### src/rtl/twowire_regfile_pkg.sv
package twowire_regfile_pkg;

  localparam int AddrW = 7;
  localparam int ByteW = 8;
  localparam logic [AddrW-1:0] CfgAddr = 7'd127;
  localparam logic [AddrW-1:0] IdAddr  = 7'd126;
  localparam int SoftIdx = 0;
  localparam int SoftBit = 0;

  typedef struct packed {
    logic             wrEn;
    logic             rdEn;
    logic [AddrW-1:0] addr;
    logic [ByteW-1:0] data;
  } accessStrobeT;

  function automatic logic [ByteW-1:0] ctrlDefault(input int idx);
    return 8'h10 + 8'(idx);
  endfunction

endpackage

### src/rtl/twowire_access_ctrl.sv
module twowire_access_ctrl
  import twowire_regfile_pkg::*;
(
  input  logic             clk,
  input  logic             rstN,
  input  logic             evWrite,
  input  logic             evAddrPhase,
  input  logic [ByteW-1:0] evData,
  input  logic             evRead,
  output accessStrobeT     strobe
);

  logic [AddrW-1:0] ptrQ;
  logic             inhibitQ;
  logic             addrLoad;
  logic             dataStep;

  assign addrLoad = evWrite && evAddrPhase;
  assign dataStep = strobe.wrEn || strobe.rdEn;

  always_comb begin
    strobe.wrEn = evWrite && !evAddrPhase;
    strobe.rdEn = evRead && !evWrite;
    strobe.addr = ptrQ;
    strobe.data = evData;
  end

  always_ff @(posedge clk or negedge rstN) begin
    if (!rstN) begin
      ptrQ     <= '0;
      inhibitQ <= 1'b0;
    end else if (addrLoad) begin
      ptrQ     <= evData[AddrW-1:0];
      inhibitQ <= evData[ByteW-1];
    end else if (dataStep && !inhibitQ) begin
      ptrQ <= ptrQ + 1'b1;
    end
  end

  // a data access steps the pointer by one
  p_ptr_step_r1: assert property (@(posedge clk) disable iff (!rstN)
    (dataStep && !addrLoad && !inhibitQ && ptrQ != CfgAddr) |=> ptrQ == $past(ptrQ) + 7'd1);

  // the inhibit bit holds the pointer
  p_ptr_hold_r2: assert property (@(posedge clk) disable iff (!rstN)
    (dataStep && !addrLoad && inhibitQ) |=> $stable(ptrQ));

  // stepping past the top wraps to zero
  p_ptr_wrap_r3: assert property (@(posedge clk) disable iff (!rstN)
    (dataStep && !addrLoad && !inhibitQ && ptrQ == CfgAddr) |=> ptrQ == '0);

  // an address byte loads the pointer
  p_ptr_load_r1: assert property (@(posedge clk) disable iff (!rstN)
    addrLoad |=> ptrQ == $past(evData[AddrW-1:0]));

endmodule

### src/rtl/twowire_reg_datapath.sv
module twowire_reg_datapath
  import twowire_regfile_pkg::*;
#(
  parameter int              MonCount   = 7,
  parameter int              NumCtrl    = 8,
  parameter logic [ByteW-1:0] ChipId    = 8'hA5,
  parameter logic [ByteW-1:0] CfgDefault = 8'h00
) (
  input  logic                      clk,
  input  logic                      rstN,
  input  accessStrobeT              strobe,
  input  logic [MonCount*ByteW-1:0] monitorBus,
  output logic [ByteW-1:0]          rdData,
  output logic                      powerSave,
  output logic                      softResetPulse,
  output logic [NumCtrl*ByteW-1:0]  ctrlRegs
);

  localparam int CtrlBase = MonCount;
  localparam logic [AddrW-1:0] SoftAddr = 7'(CtrlBase + SoftIdx);

  logic [NumCtrl-1:0][ByteW-1:0] ctrlQ;
  logic [ByteW-1:0]              cfgQ;
  logic [ByteW-1:0]              readMux;
  logic                          softTrigger;
  logic                          cfgHit;

  assign softTrigger = strobe.wrEn && strobe.addr == SoftAddr &&
                       strobe.data[SoftBit] && !softResetPulse;
  assign cfgHit      = strobe.wrEn && strobe.addr == CfgAddr;

  always_ff @(posedge clk or negedge rstN) begin
    if (!rstN) softResetPulse <= 1'b0;
    else       softResetPulse <= softTrigger;
  end

  for (genvar i = 0; i < NumCtrl; i++) begin : g_ctrl
    localparam logic [AddrW-1:0] RegAddr = 7'(CtrlBase + i);
    localparam logic [ByteW-1:0] RegDef  = ctrlDefault(i);
    logic regHit;
    assign regHit = strobe.wrEn && strobe.addr == RegAddr;

    if (i == SoftIdx) begin : g_soft
      always_ff @(posedge clk or negedge rstN) begin
        if (!rstN)               ctrlQ[i] <= RegDef;
        else if (softResetPulse) ctrlQ[i] <= RegDef;
        else if (regHit) begin
          ctrlQ[i]          <= strobe.data;
          ctrlQ[i][SoftBit] <= 1'b0;
        end
      end
    end else begin : g_plain
      always_ff @(posedge clk or negedge rstN) begin
        if (!rstN)               ctrlQ[i] <= RegDef;
        else if (softResetPulse) ctrlQ[i] <= RegDef;
        else if (regHit)         ctrlQ[i] <= strobe.data;
      end
    end

    // the pulse returns each control register to its default
    p_ctrl_default_r11: assert property (@(posedge clk) disable iff (!rstN)
      softResetPulse |=> ctrlQ[i] == RegDef);
  end

  always_ff @(posedge clk or negedge rstN) begin
    if (!rstN)       cfgQ <= CfgDefault;
    else if (cfgHit) cfgQ <= strobe.data;
  end

  assign powerSave = !cfgQ[ByteW-1];
  assign ctrlRegs  = ctrlQ;

  always_comb begin
    readMux = '0;
    for (int m = 0; m < MonCount; m++)
      if (strobe.addr == 7'(m)) readMux = monitorBus[m*ByteW +: ByteW];
    for (int c = 0; c < NumCtrl; c++)
      if (strobe.addr == 7'(CtrlBase + c)) readMux = ctrlQ[c];
    if (strobe.addr == IdAddr)  readMux = ChipId;
    if (strobe.addr == CfgAddr) readMux = cfgQ;
  end

  always_ff @(posedge clk or negedge rstN) begin
    if (!rstN)            rdData <= '0;
    else if (strobe.rdEn) rdData <= readMux;
  end

  // the soft reset pulse lasts a single cycle
  p_pulse_single_r10: assert property (@(posedge clk) disable iff (!rstN)
    softResetPulse |=> !softResetPulse);

  // configuration survives the pulse when not written
  p_cfg_keep_r11: assert property (@(posedge clk) disable iff (!rstN)
    (softResetPulse && !cfgHit) |=> $stable(cfgQ) && $stable(powerSave));

  // power save follows the written MSB
  p_power_follow_r9: assert property (@(posedge clk) disable iff (!rstN)
    cfgHit |=> powerSave == !$past(strobe.data[ByteW-1]));

  // read data only changes on a read event
  p_rd_hold_r4: assert property (@(posedge clk) disable iff (!rstN)
    !strobe.rdEn |=> $stable(rdData));

endmodule

### src/rtl/twowire_regfile.sv
module twowire_regfile
  import twowire_regfile_pkg::*;
#(
  parameter int              MonCount   = 7,
  parameter int              NumCtrl    = 8,
  parameter logic [7:0]      ChipId     = 8'hA5,
  parameter logic [7:0]      CfgDefault = 8'h00
) (
  input  logic                  clk,
  input  logic                  rstN,
  input  logic                  evWrite,
  input  logic                  evAddrPhase,
  input  logic [7:0]            evData,
  input  logic                  evRead,
  input  logic [MonCount*8-1:0] monitorBus,
  output logic [7:0]            rdData,
  output logic                  powerSave,
  output logic                  softResetPulse,
  output logic [NumCtrl*8-1:0]  ctrlRegs
);

  accessStrobeT strobe;

  twowire_access_ctrl u_ctrl (
    .clk         (clk),
    .rstN        (rstN),
    .evWrite     (evWrite),
    .evAddrPhase (evAddrPhase),
    .evData      (evData),
    .evRead      (evRead),
    .strobe      (strobe)
  );

  twowire_reg_datapath #(
    .MonCount   (MonCount),
    .NumCtrl    (NumCtrl),
    .ChipId     (ChipId),
    .CfgDefault (CfgDefault)
  ) u_data (
    .clk            (clk),
    .rstN           (rstN),
    .strobe         (strobe),
    .monitorBus     (monitorBus),
    .rdData         (rdData),
    .powerSave      (powerSave),
    .softResetPulse (softResetPulse),
    .ctrlRegs       (ctrlRegs)
  );

endmodule

### config.mk
export PLATFORM = sky130hd
export DESIGN_NAME = twowire_regfile
export DESIGN_NICKNAME = d
export VERILOG_FILES = /design/src/rtl/twowire_regfile_pkg.sv /design/src/rtl/twowire_access_ctrl.sv /design/src/rtl/twowire_reg_datapath.sv /design/src/rtl/twowire_regfile.sv
export SDC_FILE = /design/constraint.sdc
export NUM_CORES = 1
export LEC_CHECK = 0
export BUFFER_PORTS_ARGS = -buffer_cell sky130_fd_sc_hd__buf_2
export CAP_MARGIN = 20
export CORE_UTILIZATION = 42
export CTS_BUF_LIST = sky130_fd_sc_hd__clkbuf_8
export DETAILED_ROUTE_END_ITERATION = 7
export PLACE_DENSITY = 0.67
export SYNTH_ARGS = -nofsm -noshare
export SYNTH_HDL_FRONTEND = slang
export SYNTH_SLANG_ARGS = --single-unit
### constraint.sdc
create_clock -name clk -period 2.8 [get_ports clk]
set_input_delay 0 -clock clk [delete_from_list [all_inputs] [get_ports clk]]
set_output_delay 0 -clock clk [all_outputs]
set_load 0.01 [all_outputs]
==> results of run 1 <==
[sequential cells by signal, indices dropped and copies added, names as in the netlist]
register and flops:
u_ctrl.inhibitQ 1, u_data.rdData 8, u_data.cfgQ 8, u_data.softResetPulse 1, u_data.ctrlRegs 63, u_ctrl.ptrQ 7
[worst max-delay path: stages, from the launching register on]
cell and delay, ps:
sky130_fd_sc_hd__dfrtp_1 450, sky130_fd_sc_hd__ha_1 370, sky130_fd_sc_hd__or4b_4 550, sky130_fd_sc_hd__o311a_1 390
sky130_fd_sc_hd__a221oi_1 260, sky130_fd_sc_hd__nand4_1 180, sky130_fd_sc_hd__a21oi_1 270, sky130_fd_sc_hd__o41ai_1 100
[per-stage QoR]
stage | cell area (um^2) | util | cells
finish | 6450 | 0.533 | 933
global route | 6450 | 0.533 | 933
floorplan | 5270 | - | 617
global placement | 6170 | 0.509 | 910
detailed placement | 6170 | 0.509 | 910
CTS | 6420 | 0.530 | 932
[cells in the mapped netlist, types with 3 or more instances]
cell type,count
sky130_fd_sc_hd__o31a_1,4
sky130_fd_sc_hd__nand3b_1,21
sky130_fd_sc_hd__mux2_2,8
sky130_fd_sc_hd__buf_4,4
sky130_fd_sc_hd__o21ai_0,9
sky130_fd_sc_hd__ha_1,4
sky130_fd_sc_hd__nor2_1,44
sky130_fd_sc_hd__clkbuf_1,23
sky130_fd_sc_hd__buf_2,7
sky130_fd_sc_hd__o2111ai_1,5
sky130_fd_sc_hd__nand3_1,13
sky130_fd_sc_hd__o211ai_1,5
sky130_fd_sc_hd__o31ai_1,3
sky130_fd_sc_hd__a221o_1,9
sky130_fd_sc_hd__a32oi_1,4
sky130_fd_sc_hd__nor4_1,4
sky130_fd_sc_hd__a31oi_1,7
sky130_fd_sc_hd__nor2b_1,4
sky130_fd_sc_hd__a211oi_1,5
sky130_fd_sc_hd__nand2b_1,6
sky130_fd_sc_hd__a221oi_1,14
sky130_fd_sc_hd__a21oi_1,63
sky130_fd_sc_hd__o22a_1,8
sky130_fd_sc_hd__nor2_2,7
sky130_fd_sc_hd__dfrtp_1,68
sky130_fd_sc_hd__nor3_1,16
sky130_fd_sc_hd__or3_1,6
sky130_fd_sc_hd__or4b_4,3
sky130_fd_sc_hd__and3_1,3
sky130_fd_sc_hd__a22oi_1,9
sky130_fd_sc_hd__nand2_1,153
sky130_fd_sc_hd__or2_1,3
sky130_fd_sc_hd__inv_1,5
sky130_fd_sc_hd__dfstp_2,20
sky130_fd_sc_hd__nor3b_1,4
[placed cells by master, fill, tap and decap left out, types with 3 or more instances in the layout]
cell type | Yosys | final
sky130_fd_sc_hd__nor3b_1 | 4 | 4
sky130_fd_sc_hd__nor2b_1 | 4 | 4
sky130_fd_sc_hd__o21ai_0 | 9 | 9
sky130_fd_sc_hd__nor4_1 | 4 | 4
sky130_fd_sc_hd__dfstp_2 | 20 | 20
sky130_fd_sc_hd__and3_1 | 3 | 3
sky130_fd_sc_hd__a21oi_1 | 63 | 63
sky130_fd_sc_hd__o211ai_1 | 5 | 5
sky130_fd_sc_hd__nand2_1 | 153 | 153
sky130_fd_sc_hd__o2111ai_1 | 5 | 5
sky130_fd_sc_hd__nand3_1 | 13 | 13
sky130_fd_sc_hd__o31a_1 | 4 | 4
sky130_fd_sc_hd__a221o_1 | 9 | 9
sky130_fd_sc_hd__buf_2 | 7 | 140
sky130_fd_sc_hd__dfrtp_1 | 68 | 68
sky130_fd_sc_hd__mux2_2 | 8 | 8
sky130_fd_sc_hd__buf_4 | 4 | 22
sky130_fd_sc_hd__clkbuf_8 | 0 | 10
sky130_fd_sc_hd__inv_1 | 5 | 7
sky130_fd_sc_hd__dlygate4sd3_1 | 0 | 6
sky130_fd_sc_hd__nand3b_1 | 21 | 21
sky130_fd_sc_hd__or4b_4 | 3 | 3
sky130_fd_sc_hd__o22a_1 | 8 | 8
sky130_fd_sc_hd__a221oi_1 | 14 | 14
sky130_fd_sc_hd__a31oi_1 | 7 | 7
sky130_fd_sc_hd__a32oi_1 | 4 | 4
sky130_fd_sc_hd__a211oi_1 | 5 | 5
sky130_fd_sc_hd__nand2b_1 | 6 | 6
sky130_fd_sc_hd__o31ai_1 | 3 | 3
sky130_fd_sc_hd__nor3_1 | 16 | 16
sky130_fd_sc_hd__ha_1 | 4 | 4
sky130_fd_sc_hd__or2_1 | 3 | 3
sky130_fd_sc_hd__nor2_1 | 44 | 43
sky130_fd_sc_hd__nor2_2 | 7 | 8
sky130_fd_sc_hd__or3_1 | 6 | 6
sky130_fd_sc_hd__a22oi_1 | 9 | 9
[power groups by stage]
stage	registers, mW	logic, mW	clock network [mW]
final	2.13	1.48	0.915
after global routing	2.17	1.62	0.962
after CTS	2.12	1.47	0.919
after detailed placement	2.14	1.46	0
after global placement	2.14	1.42	0
after floorplan	2.05	0.856	0
[what timing repair did]
| item | in CTS | in global routing |
|---|---|---|
| setup endpoints to repair | 0 | 1 |
| hold endpoints to repair | 90 | 0 |
| resized for setup | 0 | 1 |
| setup buffers | 0 | 0 |
| hold buffers | 6 | 0 |
[logic make-up (layout without fill, tap and decap cells)]
kind of cell / Yosys count / count (layout)
compound gates: 168 / 168
fa+ha+maj: 4 / 4
buf+inv: 42 / 190
flops: 88 / 88
mux: 9 / 9
other cells: 1 / 1
simple gates: 305 / 305
[how the worst min path moves through the flow]
| stage | to | startpoint |
|---|---|---|
| after floorplan | u_ctrl.inhibitQ | rstN |
| after global placement | u_data.ctrlRegs[29] | rstN |
| after detailed placement | u_data.ctrlRegs[35] | rstN |
| after CTS | u_data.ctrlRegs[24] | evData[0] |
| after global routing | u_data.ctrlRegs[24] | evData[0] |
| final | u_data.ctrlRegs[13] | evData[5] |
[per-layer routing]
metal | routed length (um) | track usage
met5 | 0 | 0
met4 | 366 | 0.100
met3 | 1610 | 0.0505
met2 | 9210 | 0.493
met1 | 8480 | 0.424
[layout make-up]
class | instances | area [um^2] | area share
Clock buffer | 10 | 138 | 0.0213
Clock inverter | 6 | 58.8 | 0.00911
Inverter | 5 | 18.8 | 0.00291
Multi-Input combinational cell | 487 | 2850 | 0.441
Sequential cell | 88 | 2230 | 0.345
Tap cell | 168 | 210 | 0.0326
Timing Repair Buffer | 169 | 953 | 0.148
==> results.toml, run 1 <==
[floorplanning]
initial_utilization = 0.435
chipWidth_um = 114
top_level_ports = 143
vertical_extent_of_the_die_um = 114
rows = 40
design.core.area_um2 = 12100
area_enclosed_by_the_die_boundary_um2 = 13000

[synthesis]
combinational_family_with_the_most_area_after_synthesis = "simple AND/OR/NAND/NOR gates"
ys_seq_area_frac = 0.423
async_reset_ff_frac = 1.00
postSynthRegisterBits = 88
postSynthAreaPerCell_um2 = 8.54
synth.net_count = 690
synth_simple_gate_area_frac = 0.287
synth_adder_area_share = 0.00950
dominant_register_cell_in_the_synthesized_netlist = "sky130_fd_sc_hd__dfrtp_1"
synth.area.mux_share = 0.0190
ys_types = 70
synth-xor-area-share = 0
synth_top_cell_by_area = "sky130_fd_sc_hd__dfrtp_1"
netlist.area_leader.share = 0.323
yosys_warnings = 0
synth_area_leaders = "sky130_fd_sc_hd__dfrtp_1, sky130_fd_sc_hd__nand2_1, sky130_fd_sc_hd__dfstp_2, sky130_fd_sc_hd__a21oi_1, sky130_fd_sc_hd__nor2_1"
synth_area_um2 = 5270
synth_compound_gate_area_share = 0.224
synth_edf_count = 0
synthesized_netlist_cell_count = 617

[power_and_ir_drop]
sw_ratio = 0.392
cell_internal_pwr_mw = 2.75
vdd_ir_drop_max_uv = 384
total_power_mw = 4.53
clock_power_share = 0.202
cellPowerDensity_nw_per_um2 = 702
sequentialPowerShare = 0.472
leakage_nw = 2.87
p_sw_mw = 1.78
part_of_the_total_power_dissipated_in_combinational_logic = 0.326

[timing]
finalHoldWorstSlack_ps = 23.3
period_needed_ps = 2660
timing.final.ws_setup_ps = 141
final_max_slew_viol_count = 0
fmax_mhz = 376
slew-limit-headroom = 0.431
rsz0062_at_grt = "false"
setup_viol = 0
worst_pin_slew_ps = 852
timing_hold_violations_final = 0
timing.final.crit_share = 0.950
fin_setup_tns_ps = 0
skew_ps = 19.6

[routing]
route.detailed.vias_per_inst = 6.00
drt_first_iter_violations = 548
antenna_violating_nets_post_route = 0
detailroute.via_count = 5599
drt_pass_1_iters = 5
routed_wl_mm = 19.7
drc = 0
drt_wl_cell_um = 21.1

[grt]
number_of_antenna_violations_at_the_first_check_in_global_routing = 0
grt_util_all_layers = 0.307
grt_pass1_vias = 5373
grt_pass1_wl_mm = 30.1
grt_max_degree = 87
grt-ovfl-total = 0

[placed_design]
port_buffers = 141
detailedPlace.worstSlack_ps = 203
finalWeightedCongestion = 0.991
half_perimeter_wire_length_after_detailed_placement_mm = 14.5

[final_layout]
nets = 833
area_growth_syn_to_layout_pct = 22.5
antenna_cells = 0
drive_gt1_frac = 0.303
filler_cells_inserted = 1177

[worst_setup_path]
startpoint_of_the_lowest_slack_register_to_register_path = "u_ctrl.ptrQ[0]"
startpoint_type = "flip-flop"
worst-path-max-fanout = 8
worstRegToRegCells = 7
timing.critical_path.to_type = "flip-flop"
cp_data_arrival_time_ps = 2920
rrSetupSlack_ps = 140
critical_path_required_ps = 3060
worst_setup_sp = "u_ctrl.ptrQ[0]"
category_of_the_critical_setup_timing_path = "flip-flop to flip-flop"
r2r-end = "u_data.rdData[4]"
timing.critical_path.to = "u_data.rdData[4]"

[cts]
cts-buffers-inserted = 9
clock_latency_ps = 370
cts.sink_count = 88
clk_pin_slew_worst_paths_ps = 100
ctsRootBufferMaster = "sky130_fd_sc_hd__clkbuf_8"
h-tree-depth = 3
cts_tree = "yes"
max-clock-path-buffers = 2

[min_path]
worst_hold_path.num_cells = 3
hold_path_class = "input pin to flip-flop"

[flow_run]
drv.max_cap_violation_count = 0

[outcome]
outcome = "finished, final reports clean"
Note: power is estimated with default switching activity, not from simulation.
==> inputs of run 2 (changes only) <==
- CELL_PAD_IN_SITES_DETAIL_PLACEMENT: default -> 1
- CELL_PAD_IN_SITES_GLOBAL_PLACEMENT: default -> 1
- CORE_UTILIZATION: 42 -> 40
- PLACE_DENSITY: 0.67 -> 0.83
- RECOVER_POWER: default -> 50
==> run 2 against run 1 <==
  * Worst setup slack got worse by 65 ps
  * Die area rose by 4.9%
  * Worst hold slack lost 9.6 ps
  * Sequential power about the same
  * Sequential cell count stayed put
  * Maximum frequency fell by 2.4%
  * Non-clock buffer count shrank 8
  * Clock skew shrank 6.5 ps
  * Clock power is 8.6% lower
  * Sequential share of layout area grew 0.91 points
  * First-iteration DRC count down 25%
  * Cell count is 0.43% lower
  * Largest cell class unchanged
==> results.toml, run 2 (synthesized netlist as in run 1, its figures left out) <==
[cts]
ctsRootBufferMaster = "sky130_fd_sc_hd__clkbuf_8"
max-clock-path-buffers = 2
post-cts-setup-buffers = 0
cts.sink_count = 88
cts-buffers-inserted = 9
cts_tree = "yes"
clock_latency_ps = 380
clk_pin_slew_worst_paths_ps = 90
h-tree-depth = 3

[placed_design]
half_perimeter_wire_length_after_detailed_placement_mm = 15.8
finalWeightedCongestion = 0.954
port_buffers = 141

[routing]
drt_first_iter_violations = 409
drc = 0
detailroute.via_count = 5651
drt_wl_cell_um = 22.4
route.detailed.vias_per_inst = 6.08
antenna_violating_nets_post_route = 0
routed_wl_mm = 20.8
drt_pass_1_iters = 5

[final_layout]
drive_gt1_frac = 0.223
layout_commonest_cell = "sky130_fd_sc_hd__nand2_1"
area_growth_syn_to_layout_pct = 19.4
final_cell_mix = "sky130_fd_sc_hd__nand2_1, sky130_fd_sc_hd__buf_2, sky130_fd_sc_hd__dfrtp_1, sky130_fd_sc_hd__a21oi_1, sky130_fd_sc_hd__clkbuf_1"
nets = 825
largest_register_ff_count = 63
antenna_cells = 0

[grt]
grt_max_degree = 60
grt_pass1_wl_mm = 31.9
grt_util_all_layers = 0.315
grt-ovfl-total = 0
grt_pass1_vias = 5673
number_of_antenna_violations_at_the_first_check_in_global_routing = 1

[power_and_ir_drop]
cellPowerDensity_nw_per_um2 = 700
vdd_ir_drop_max_uv = 319
leakage_nw = 2.62
total_power_mw = 4.40

[worst_setup_path]
critical_path.cell_chain = "ha_1, or4b_4, o311a_1, a211oi_1, o21ai_0, a31o_2"
cp_data_arrival_time_ps = 3000
critical_path_required_ps = 3070
cpMaxStageDelayCell = "sky130_fd_sc_hd__or4b_4"
timing.critical_path.to_type = "flip-flop"
critical_path.max_stage_delay_ps = 540
category_of_the_critical_setup_timing_path = "flip-flop to flip-flop"
worst-path-max-fanout = 8
startpoint_type = "flip-flop"

[timing]
fmax_mhz = 367
rsz0062_at_grt = "false"
setup_viol = 0
timing_hold_violations_final = 0
worst_pin_slew_ps = 1450
slew-limit-headroom = 0.0342
period_needed_ps = 2720
skew_ps = 13.0
final_max_slew_viol_count = 0
fin_setup_tns_ps = 0
timing.final.crit_share = 0.973

[outcome]
outcome = "finished, final reports clean"

[floorplanning]
chipWidth_um = 117
initial_utilization = 0.414
top_level_ports = 143
rows = 41
design.core.area_um2 = 12700
area_enclosed_by_the_die_boundary_um2 = 13600
vertical_extent_of_the_die_um = 117

[min_path]
hold_path_class = "input pin to flip-flop"

[flow_run]
drv.max_cap_violation_count = 0
## run 2: layout make-up
type,count,area [um^2]
Inverter,5,18.8
Sequential cell,88,2230
Multi-Input combinational cell,487,2860
Fill cell,1660,6430
Timing Repair Buffer,161,795
Clock inverter,5,25.0
Tap cell,172,215
Clock buffer,11,151
## run 2: metrics by stage
| stage | util | setup WS, ps | hold slack [ps] | cell area [um^2] | std cells |
|---|---|---|---|---|---|
| after floorplan | - | 516 | -296 | 5270 | 617 |
| after CTS | 0.499 | 99.9 | 0.908 | 6350 | 929 |
| after global routing | 0.494 | 11.7 | 17.4 | 6290 | 929 |
| after global placement | 0.483 | 227 | 103 | 6140 | 910 |
| final | 0.494 | 76.0 | 13.8 | 6290 | 929 |
| after detailed placement | 0.483 | 115 | 109 | 6140 | 910 |
## run 2: metal layers
| metal | wire length, um | vias up | GRT usage | part of all wire |
|---|---|---|---|---|
| met5 | 9 | - | 0 | 0.00043 |
| met4 | 527 | 2 | 0.0987 | 0.025 |
| met3 | 1540 | 57 | 0.0529 | 0.074 |
| met2 | 9780 | 272 | 0.515 | 0.47 |
| met1 | 8980 | 2810 | 0.427 | 0.43 |
| li1 | - | 2510 | - | - |
## run 2: power by group
part | internal, mW | leakage, nW | switching [mW]
clock network | 0.362 | 0.0977 | 0.474
logic | 0.579 | 1.43 | 0.823
registers | 1.66 | 1.09 | 0.501
total | 2.60 | 2.62 | 1.80
## run 2: critical path, delay by kind of cell (launching register included)
family,cells,cell delay (ps)
fa+ha+maj,1,350
simple gates,1,540
flops,1,470
compound gates,4,1270
## run 2: path summary, 6_finish.rpt
path                       slack, ps                   to      startpoint  cells after the start
setup / recovery                  80     u_data.rdData[0]  u_ctrl.ptrQ[0]                      6
hold / removal                    10  u_data.ctrlRegs[38]       evData[6]                      3
setup reg to reg                  80     u_data.rdData[0]  u_ctrl.ptrQ[0]                      6
hold reg to reg                  510       u_data.cfgQ[5]  u_data.cfgQ[5]                      1
max in group asynchronous        830  u_data.ctrlRegs[13]            rstN                      3
min in group asynchronous        500  u_data.ctrlRegs[35]            rstN                      2
## run 2: timing repair
action,4_1_cts,5_1_grt
gates resized for setup,0,3
endpoints found under the setup margin,0,3
hold buffers,3,0
hold endpoints to repair,47,0
